<file path="src/rtl/bpl_pkg.sv">
// Package: shared line symbol encoding for the bipolar codec.
// Assumes a 2-bit digital model of a three-level line.
package bpl_pkg;
    typedef enum logic [1:0] {
        SYM_ZERO = 2'b00,
        SYM_POS  = 2'b01,
        SYM_NEG  = 2'b10,
        SYM_BAD  = 2'b11
    } line_sym_e;
endpackage

</file>
<file path="src/rtl/bpl_tx_lane.sv">
// Transmit lane: turns one upper and one active-low lower bit into a
// positive slot followed by a negative slot.
// Assumes tx_phase alternates 0,1 each cycle; the inputs are sampled only
// when tx_phase is 0.
module bpl_tx_lane
    import bpl_pkg::*;
(
    input  logic      clk,
    input  logic      rst_n,
    input  logic      tx_phase,
    input  logic      up_bit,
    input  logic      lo_bit_n,
    output line_sym_e sym
);
    logic lo_hold_n;
    logic neg_gate_n;

    // Lower data is ORed with the inverted phase, so it is low only in the second half.
    always_comb neg_gate_n = lo_hold_n | ~tx_phase;

    // Capture the pair at the first half and drive the slot symbol.
    always_ff @(posedge clk) begin
        if (!rst_n) begin
            sym       <= SYM_ZERO;
            lo_hold_n <= 1'b1;
        end else if (!tx_phase) begin
            sym       <= up_bit ? SYM_POS : SYM_ZERO;
            lo_hold_n <= lo_bit_n;
        end else begin
            sym       <= neg_gate_n ? SYM_ZERO : SYM_NEG;
        end
    end
endmodule

</file>
<file path="src/rtl/bpl_rx_lane.sv">
// Receive lane: samples the positive slot and then the negative slot, and
// presents the recovered pair with a one-cycle strobe.
// Assumes rx_phase is aligned to the slot currently on the line.
module bpl_rx_lane
    import bpl_pkg::*;
(
    input  logic      clk,
    input  logic      rst_n,
    input  logic      rx_phase,
    input  line_sym_e sym,
    output logic      up_q,
    output logic      lo_n_q,
    output logic      valid_q,
    output logic      proto_hit,
    output logic      bad_hit
);
    logic pos_q;
    logic have_pos;

    // Flag wrong polarity for the current slot and the illegal code.
    always_comb begin
        proto_hit = (!rx_phase && sym == SYM_NEG) || (rx_phase && sym == SYM_POS);
        bad_hit   = (sym == SYM_BAD);
    end

    // Slice the two slots and emit a pair after the negative slot.
    always_ff @(posedge clk) begin
        if (!rst_n) begin
            pos_q    <= 1'b0;
            have_pos <= 1'b0;
            up_q     <= 1'b0;
            lo_n_q   <= 1'b1;
            valid_q  <= 1'b0;
        end else begin
            valid_q <= 1'b0;
            if (!rx_phase) begin
                pos_q    <= (sym == SYM_POS);
                have_pos <= 1'b1;
            end else begin
                if (have_pos) begin
                    up_q    <= pos_q;
                    lo_n_q  <= (sym != SYM_NEG);
                    valid_q <= 1'b1;
                end
                have_pos <= 1'b0;
            end
        end
    end
endmodule

</file>
<file path="src/rtl/bpl_err_track.sv">
// Error tracker: gathers per-lane error hits into two sticky flags.
// Assumes hits are combinational per cycle; flags clear only on reset.
module bpl_err_track #(
    parameter int LANES = 1
) (
    input  logic             clk,
    input  logic             rst_n,
    input  logic [LANES-1:0] proto_hits,
    input  logic [LANES-1:0] bad_hits,
    output logic             proto_err,
    output logic             line_err
);
    // Set-only flags for the two error classes.
    always_ff @(posedge clk) begin
        if (!rst_n) begin
            proto_err <= 1'b0;
            line_err  <= 1'b0;
        end else begin
            proto_err <= proto_err | (|proto_hits);
            line_err  <= line_err  | (|bad_hits);
        end
    end
endmodule

</file>
<file path="src/rtl/bipolar_line_codec.sv">
// Top: LANES transmit and receive bipolar lanes sharing the phase inputs,
// plus sticky error tracking.
// Assumes one common clock at twice the bit rate.
module bipolar_line_codec
    import bpl_pkg::*;
#(
    parameter int LANES = 1
) (
    input  logic               clk,
    input  logic               rst_n,
    input  logic               tx_phase,
    input  logic [LANES-1:0]   tx_upper,
    input  logic [LANES-1:0]   tx_lower_n,
    output logic [2*LANES-1:0] line_tx,
    input  logic               rx_phase,
    input  logic [2*LANES-1:0] line_rx,
    output logic [LANES-1:0]   rx_upper,
    output logic [LANES-1:0]   rx_lower_n,
    output logic               rx_valid,
    output logic               rx_proto_err,
    output logic               rx_line_err
);
    localparam int SYM_W = 2;

    logic [LANES-1:0] proto_hits;
    logic [LANES-1:0] bad_hits;
    logic [LANES-1:0] valid_v;

    for (genvar g = 0; g < LANES; g++) begin : g_lane
        line_sym_e tx_sym;
        line_sym_e rx_sym;

        // Cast the received bits of this lane to the symbol type.
        always_comb rx_sym = line_sym_e'(line_rx[g*SYM_W +: SYM_W]);
        // Drive this lane's transmitted bits.
        always_comb line_tx[g*SYM_W +: SYM_W] = tx_sym;

        bpl_tx_lane u_tx (
            .clk      (clk),
            .rst_n    (rst_n),
            .tx_phase (tx_phase),
            .up_bit   (tx_upper[g]),
            .lo_bit_n (tx_lower_n[g]),
            .sym      (tx_sym)
        );

        bpl_rx_lane u_rx (
            .clk       (clk),
            .rst_n     (rst_n),
            .rx_phase  (rx_phase),
            .sym       (rx_sym),
            .up_q      (rx_upper[g]),
            .lo_n_q    (rx_lower_n[g]),
            .valid_q   (valid_v[g]),
            .proto_hit (proto_hits[g]),
            .bad_hit   (bad_hits[g])
        );
    end

    // All lanes share the phase, so their strobes coincide; lane 0 speaks for all.
    always_comb rx_valid = valid_v[0];

    bpl_err_track #(.LANES(LANES)) u_err (
        .clk        (clk),
        .rst_n      (rst_n),
        .proto_hits (proto_hits),
        .bad_hits   (bad_hits),
        .proto_err  (rx_proto_err),
        .line_err   (rx_line_err)
    );
endmodule

</file>
<file path="config.mk">
export PLATFORM = sky130hd
export DESIGN_NAME = bipolar_line_codec
export DESIGN_NICKNAME = d
export VERILOG_FILES = /design/src/rtl/bpl_pkg.sv /design/src/rtl/bpl_tx_lane.sv /design/src/rtl/bpl_rx_lane.sv /design/src/rtl/bpl_err_track.sv /design/src/rtl/bipolar_line_codec.sv
export SDC_FILE = /design/constraint.sdc
export NUM_CORES = 1
export LEC_CHECK = 0
export BUFFER_PORTS_ARGS = -buffer_cell sky130_fd_sc_hd__buf_4
export CORE_AREA = 10 10 47 49
export DETAILED_ROUTE_END_ITERATION = 8
export DIE_AREA = 0 0 57 59
export PLACE_DENSITY_LB_ADDON = 0.15
export SYNTH_ARGS = -nofsm -noshare
export SYNTH_HDL_FRONTEND = slang
export SYNTH_SLANG_ARGS = --single-unit
</file>
<file path="constraint.sdc">
create_clock -name clk -period 2.11 [get_ports clk]
set_clock_uncertainty 0.15 [all_clocks]
set_input_delay 0.3165 -clock clk [delete_from_list [all_inputs] [get_ports clk]]
set_output_delay 0.3165 -clock clk [all_outputs]
set_load 0.01 [all_outputs]
</file>
==> out/qor.yml, run 1 <==
clk_pin_slew_ns: 0.06
num_antenna_cells: 0
grt_overflow: 0
reg2reg_to: "g_lane[0].u_rx.up_q$_SDFFE_PN0P_"
dr.first_iter.drc_count: 0
avgViaCountPerCell: 4.46
finalHoldViolCount: 0
routed_wl_um: 826
synthFlopType: "dfxtp_1"
ys_warn_count: 0
grt_pass1_vias: 291
num_vias: 290
cp.required_ns: 1.64
yosys.area.top_type: "dfxtp_1"
num-nets-final: 59
root_buffer: "clkbuf_4"
end_kind: "output port"
dieArea_um2: 3360
post_cts_buffers: 0
wl_per_cell_um: 12.7
finalCriticalPeriod_ns: 1.18
worst_slew_pin_slew_ns: 0.172
synthTopCellsByArea: "dfxtp_1, and3_2, nand2_1"
area_delta_synth_final_pct: 36.8
fp-row-count: 14
synth_top_area_share: 0.556
design_power_total_uw: 364
finalSetupViolCount: 0
rrSetupSlack_ns: 1.12
start_kind: "flop"
ant_nets: 0
maxSlewViolCount: 0
worstPathMaxFanout: 2
cts_tree: "done"
coreArea_um2: 1400
synth_cell_types: 19
min_to: "g_lane[0].u_tx.sym[0]$_SDFF_PP0_"
critPathBufInv: 1
die_x_um: 57
grt_max_degree: 11
gp_congestion: 0.644
start_util: 0.257
relSlewSlack: 0.885
worstSetupPathType: "reg -> out"
antenna_found_initial: 0
htreeDepth: 1
outcome: "finished clean"
crit_chain: "buf_4"
ir_drop_v: 0.000319
layout-drive-gt1-share: 0.429
grt_first_pass_wirelength_um: 1290
synth_nets: 42
leakage_uw: 0.000229
clk_latency_ns: 0.26
rsz0062_at_grt: "no"
r2r_start: "g_lane[0].u_rx.have_pos$_SDFF_PN0_"
max_stage_delay_ns: 0.34
syn_avg_cell_area_um2: 10.6
clockBufferDepth: 2
fin_crit_sh: 0.561
fp.dieH_um: 59
grt_usage: 0.0517
synth_most_common_cell: "dfxtp_1"
synth_edf_count: 0
first_pass_iters: 1
holdPathStages: 2
path_delay_family: "flip-flops"
crit_cells: 1
fillers: 153
postCtsResizedCells: 0
cts_num_sinks: 10
ys_seq_elements: 10
drc: 0
yosys-top-cells-count: "dfxtp_1, nand2_1, a21oi_1, and3_2, nor2_1"
worst_path_max_delay_cell: "dfxtp_1"
power_density_nw_per_um2: 738
yosysSeqAreaShare: 0.556
hold_class: "in -> reg"
min_from: "tx_phase"
fmax_ghz: 0.845
arrival_ns: 0.72
finalSetupTns_ns: 0
io_pins: 15
mappedNetlistArea_um2: 360
numCtsBuffers: 3
ctsHoldBuffers: 0
synth_cells: 34
io_buffers: 14
reg2reg_depth: 2
drv_cap: 0
synthArstFlopShare: 0
==> where the power goes <==
part           internal [uW]  switching (uW)  total (uW)
combinational           22.4            16.1        38.5
sequential               197            4.41         201
clock                   65.6            58.6         124
==> per-layer routing <==
metal,part of all wire,GRT usage,up-vias
met5,0,0,-
met4,0,0.0201,0
met3,0.080,0.0494,0
met1,0.40,0.0445,134
li1,-,-,148
met2,0.52,0.0822,8
==> through the flow <==
stage                     instance area, um2  utilization  setup WS [ns]  hold slack [ns]  std cells
after global placement                   470        0.336          0.944            0.245         62
final                                    493        0.352          0.926           0.0894         65
after detailed placement                 470        0.336          0.932            0.259         62
after CTS                                493        0.352          0.905           0.0737         65
after floorplan                          360            -          0.988            0.238         34
after global routing                     493        0.352          0.866           0.0731         65
==> cells by family (layout without fill, tap and decap cells) <==
kind of cell / Yosys count / count (layout) / share of synthesized area
DFF: 10 / 10 / 0.556
AOI/OAI and AO/OA: 7 / 7 / 0.128
buffers and inverters: 2 / 17 / 0.0417
muxes: 1 / 1 / 0.0278
and+or+nand+nor: 14 / 14 / 0.247
==> final cells by class <==
type	count	area [um2]	share of cell area
clock buffer	3	22.5	0.0457
sequential	10	200	0.406
tap	16	20.0	0.0406
timing repair buffer	14	105	0.213
multi-input combinational	22	145	0.294
==> cell usage in the layout (no fill, tap or decap) <==
| master | synthesis | final |
|---|---|---|
| o31a_1 | 1 | 1 |
| buf_4 | 0 | 14 |
| and3_2 | 2 | 2 |
| a21boi_1 | 1 | 1 |
| clkbuf_4 | 0 | 3 |
| and2b_2 | 1 | 1 |
| and4b_2 | 1 | 1 |
| nand2_1 | 4 | 4 |
| mux2i_1 | 1 | 1 |
| o21a_1 | 1 | 1 |
| or3b_1 | 1 | 1 |
| a21boi_0 | 1 | 1 |
| nor3b_1 | 1 | 1 |
| a21oi_1 | 2 | 2 |
| nor2_1 | 2 | 2 |
| and3b_1 | 1 | 1 |
| dfxtp_1 | 10 | 10 |
| nor2b_1 | 1 | 1 |
| o21ai_0 | 1 | 1 |
==> how the worst max path moves through the flow <==
stage,startpoint,to,slack [ns]
finish,g_lane[0].u_rx.lo_n_q$_SDFFE_PN1P_,rx_lower_n,0.93
global route,g_lane[0].u_rx.lo_n_q$_SDFFE_PN1P_,rx_lower_n,0.87
detailed placement,rx_phase,u_err.proto_err$_SDFF_PN0_,0.93
global placement,rx_phase,u_err.proto_err$_SDFF_PN0_,0.94
CTS,g_lane[0].u_rx.lo_n_q$_SDFFE_PN1P_,rx_lower_n,0.90
floorplan,rx_phase,g_lane[0].u_rx.pos_q$_SDFFE_PN0N_,0.99
==> registers in the layout, summed over array words and instances (netlist names) <==
register and cells:
g_lane.u_rx.have_pos 1, g_lane.u_rx.lo_n_q 1, g_lane.u_rx.pos_q 1, g_lane.u_rx.up_q 1
g_lane.u_rx.valid_q 1, g_lane.u_tx.lo_hold_n 1, g_lane.u_tx.sym 2, u_err.line_err 1
u_err.proto_err 1
Power figures use the tool's default switching activity.
==> run 2, diff against run 1 <==
==> constraint.sdc (replaced) <==
create_clock -name clk -period 1.2 [get_ports clk]
set_clock_uncertainty 0.15 [all_clocks]
set_input_delay 0.18 -clock clk [delete_from_list [all_inputs] [get_ports clk]]
set_output_delay 0.18 -clock clk [all_outputs]
set_load 0.01 [all_outputs]
==> run 2 against run 1 <==
Count of clock-buffer cells in the layout unchanged. Die area did not move. Worst setup slack got worse by 0.81 ns. Combinational power rose by 100%. Via count rose by 5.5%. Critical path depth grew 2. Sequential cell count stayed put. Routed wire length up 1.9%. Hold slack got worse by 0.030 ns. Largest cell class unchanged. Highest routed layer unchanged.
==> out/qor.yml, run 2 (same netlist as run 1, synthesis figures left out) <==
finalHoldViolCount: 0
clk_pin_slew_ns: 0.06
grt_first_pass_wirelength_um: 1370
numCtsBuffers: 3
start_util: 0.257
num_antenna_cells: 0
grt_usage: 0.0543
grt_overflow: 0
grt_max_degree: 11
max_stage_delay_ns: 0.54
drc: 0
hold_class: "in -> reg"
worst_path_max_delay_cell: "dlygate4sd3_1"
cp.required_ns: 1.20
start_kind: "primary input"
layout_commonest_cell: "buf_4"
fin_crit_sh: 0.905
fp.dieH_um: 59
fmax_ghz: 0.920
layout.cells.non_filler: 69
wl_per_cell_um: 12.2
leakage_uw: 0.000246
num_vias: 306
cts_tree: "done"
ir_drop_v: 0.000562
power_density_nw_per_um2: 1220
clk_latency_ns: 0.26
dieArea_um2: 3360
root_buffer: "clkbuf_4"
postCtsResizedCells: 0
r2r_start: "g_lane[0].u_rx.have_pos$_SDFF_PN0_"
worst_slew_pin_slew_ns: 0.172
rsz0062_at_grt: "no"
regMostFlops: "g_lane.u_tx.sym"
layout-drive-gt1-share: 0.396
fin_util: 0.380
clockBufferDepth: 2
drv_cap: 0
outcome: "finished clean"
htreeDepth: 1
maxSlewViolCount: 0
ctsHoldBuffers: 4
finalSetupViolCount: 0
worstPathMaxFanout: 10
finalCriticalPeriod_ns: 1.09
io_pins: 15
antenna_found_initial: 0
end_kind: "flop"
die_x_um: 57
io_buffers: 14
design_power_total_uw: 650
min_from: "line_rx[1]"
num-nets-final: 63
area_delta_synth_final_pct: 47.9
finalSetupTns_ns: 0
rrSetupSlack_ns: 0.21
arrival_ns: 1.09
dp_cells: 62
relSlewSlack: 0.885
fp-row-count: 14
worstSetupPathType: "in -> reg"
cts_num_sinks: 10
avgViaCountPerCell: 4.43
coreArea_um2: 1400
crit_chain: "dlygate4sd3_1 -> buf_4 -> and3_2"
gp_congestion: 0.644
grt_pass1_vias: 307
most-common-layout-cells: "buf_4, dfxtp_1, nand2_1, dlygate4sd3_1, clkbuf_4"
worstSetupStartpoint: "rst_n"
ant_nets: 0
fillers: 150
first_pass_iters: 1
post_cts_buffers: 0
routed_wl_um: 842
largest_reg_flops: 2
dr.first_iter.drc_count: 0
[run 2: layer usage]
| metal | track usage | vias up | part of all wire |
|---|---|---|---|
| met2 | 0.0884 | 8 | 0.52 |
| li1 | - | 156 | - |
| met3 | 0.0515 | 0 | 0.089 |
| met1 | 0.0457 | 142 | 0.39 |
| met5 | 0 | - | 0 |
| met4 | 0.0201 | 0 | 0 |
[run 2: final timing paths]
kind	end	depth (start not counted)
worst max-delay path	g_lane[0].u_rx.valid_q$_SDFF_PN0_	3
worst min-delay path	g_lane[0].u_rx.pos_q$_SDFFE_PN0N_	3
worst max register to register	g_lane[0].u_rx.up_q$_SDFFE_PN0P_	2
worst min register to register	g_lane[0].u_tx.sym[1]$_SDFF_PN0_	1
[run 2: cell type report]
cell class              count  area (um2)  area share
multi-input cells          22         145       0.272
clock buffers               3        22.5      0.0423
repair buffers             18         145       0.272
well taps                  16        20.0      0.0376
flip-flops and latches     10         200       0.376
[run 2: stage by stage]
stage	setup slack (ns)	hold WS (ns)	cell area (um2)
finish	0.113	0.0590	533
CTS	0.122	0.0527	533
global placement	0.170	0.211	470
global route	0.0880	0.0560	533
floorplan	0.214	0.102	360
detailed placement	0.158	0.217	470
[run 2: worst max-delay path, delay by kind of cell]
family / cells / cell delay [ns]
buf+inv: 2 / 0.71
simple gates: 1 / 0.20
[run 2: where the power goes]
group	internal [uW]	total, uW	switching, uW	leakage (uW)
combinational	47.7	78.0	30.3	0.000150
sequential	346	354	7.71	0.0000820
clock	115	219	103	0.0000138
total	509	650	141	0.000246
==> run 3, diff against run 2 <==
--- a/config.mk
+++ b/config.mk
@@ -10,6 +10,7 @@
 export DETAILED_ROUTE_END_ITERATION = 8
 export DIE_AREA = 0 0 57 59
 export PLACE_DENSITY_LB_ADDON = 0.15
+export REMOVE_ABC_BUFFERS = 1
 export SYNTH_ARGS = -nofsm -noshare
 export SYNTH_HDL_FRONTEND = slang
 export SYNTH_SLANG_ARGS = --single-unit
==> run 3 against run 2 <==
Routed wire length fell by 6.9%. Largest cell class unchanged. Maximum frequency is 1.1% higher. Critical path type unchanged. Non-clock buffer count decreased by 1.
==> out/qor.yml, run 3 (same netlist as run 1, synthesis figures left out) <==
cts_num_sinks: 10
p_int_uw: 575
p_seq_frac: 0.491
hold_class: "in -> reg"
gp_congestion: 0.635
postCtsResizedCells: 0
coreArea_um2: 1400
grt_first_pass_wirelength_um: 1280
routed_wl_um: 784
clockBufferDepth: 2
post_cts_buffers: 0
worstSetupStartpoint: "rst_n"
cts_tree: "done"
fp-row-count: 14
avgViaCountPerCell: 4.33
clkPwrFrac: 0.405
rsz0062_at_grt: "no"
grt_max_degree: 11
finalSetupViolCount: 0
htreeDepth: 1
grt_pass1_vias: 327
swShare: 0.200
first_pass_iters: 2
path_delay_family: "buffers and inverters"
area_delta_synth_final_pct: 49.0
worst_path_max_delay_cell: "dlygate4sd3_1"
end_kind: "flop"
critPathBufInv: 2
layout-drive-gt1-share: 0.415
grt_usage: 0.0503
outcome: "finished clean"
r2r_start: "g_lane[0].u_rx.have_pos$_SDFF_PN0_"
power_density_nw_per_um2: 1340
die_x_um: 57
regMostFlops: "g_lane.u_tx.sym"
min_from: "tx_upper"
finalHoldViolCount: 0
arrival_ns: 1.08
numCtsBuffers: 3
fp.dieH_um: 59
final-seq-area_um2: 200
finalCriticalPeriod_ns: 1.07
dp_cells: 62
worstPathMaxFanout: 10
largest_reg_flops: 2
pwr-share-comb: 0.104
dieArea_um2: 3360
ant_nets: 0
most-common-layout-cells: "buf_4, dfxtp_1, nand2_1, clkbuf_4, dlygate4sd3_1"
maxSlewViolCount: 0
multi_input_area_um2: 145
clk_latency_ns: 0.26
start_util: 0.257
power_switching_uw: 144
num-nets-final: 62
grt_overflow: 0
drc: 0
fin_crit_sh: 0.896
layout_commonest_cell: "buf_4"
clk_pin_slew_ns: 0.06
relSlewSlack: 0.913
start_kind: "primary input"
drv_cap: 0
fmax_ghz: 0.931
ir_drop_v: 0.000556
finalSetupTns_ns: 0
num_antenna_cells: 0
fillers: 154
wl_per_cell_um: 11.4
leakage_uw: 0.000249
dr.first_iter.drc_count: 1
max_stage_delay_ns: 0.54
io_pins: 15
io_buffers: 14
cp.required_ns: 1.20
worstSetupPathType: "in -> reg"
root_buffer: "clkbuf_4"
crit_chain: "dlygate4sd3_1 -> buf_4 -> and3_2"
num_vias: 299
layout.cells.non_filler: 69
antenna_found_initial: 0
worst_slew_pin_slew_ns: 0.126
==> run 3: cell count changes in the layout (fill, tap and decap cells not counted), sizes merged <==
| cell | change |
|---|---|
| dlygate4sd3 | -1 |
| clkbuf | +1 |
==> run 3: cell type report <==
type,instances,share of cell area
sequential,10,0.373
timing repair buffer,17,0.252
multi-input combinational,22,0.270
clock buffer,4,0.0676
tap,16,0.0373
==> run 3: metrics by stage <==
| step | hold WS [ns] | utilization | setup slack (ns) | total power, uW | area [um2] |
|---|---|---|---|---|---|
| after floorplan | 0.0919 | - | 0.270 | 383 | 345 |
| after global placement | 0.210 | 0.336 | 0.170 | 426 | 470 |
| after detailed placement | 0.225 | 0.336 | 0.157 | 429 | 470 |
| after CTS | 0.0135 | 0.383 | 0.130 | 736 | 537 |
| after global routing | 0.00313 | 0.383 | 0.0963 | 762 | 537 |
| final | 0.0161 | 0.383 | 0.125 | 719 | 537 |
==> run 3: timing repair <==
item / in CTS / in global routing
hold buffers: 3 / 0
hold endpoints to repair: 2 / 0
endpoints found under the setup margin: 0 / 0
==> run 3: worst min-delay path, cell delays in order <==
cell	delay (ns)
buf_4	0.08
nand2_1	0.04
nor2_1	0.08
==> run 3: final timing paths <==
check	end	slack, ns	cells after the start
max	g_lane[0].u_rx.valid_q$_SDFF_PN0_	0.13	3
min	g_lane[0].u_tx.sym[0]$_SDFF_PP0_	0.02	3
max reg2reg	g_lane[0].u_rx.up_q$_SDFFE_PN0P_	0.22	2
min reg2reg	g_lane[0].u_tx.sym[1]$_SDFF_PN0_	0.27	1
==> run 3: metal layers <==
metal / global-route usage / vias up / wire (um)
li1: - / 157 / -
met1: 0.0408 / 133 / 308
met2: 0.0837 / 9 / 409
met3: 0.0279 / 0 / 66
met4: 0.0503 / 0 / 0
met5: 0 / - / 0
==> run 3: power by group through the flow <==
stage,combinational (uW),sequential [uW],clock [uW]
2_1_floorplan,19.4,364,0
3_3_place_gp,66.1,360,0
3_5_place_dp,68.1,361,0
4_1_cts,76.3,353,307
5_1_grt,82.3,355,325
6_report,75.0,353,292
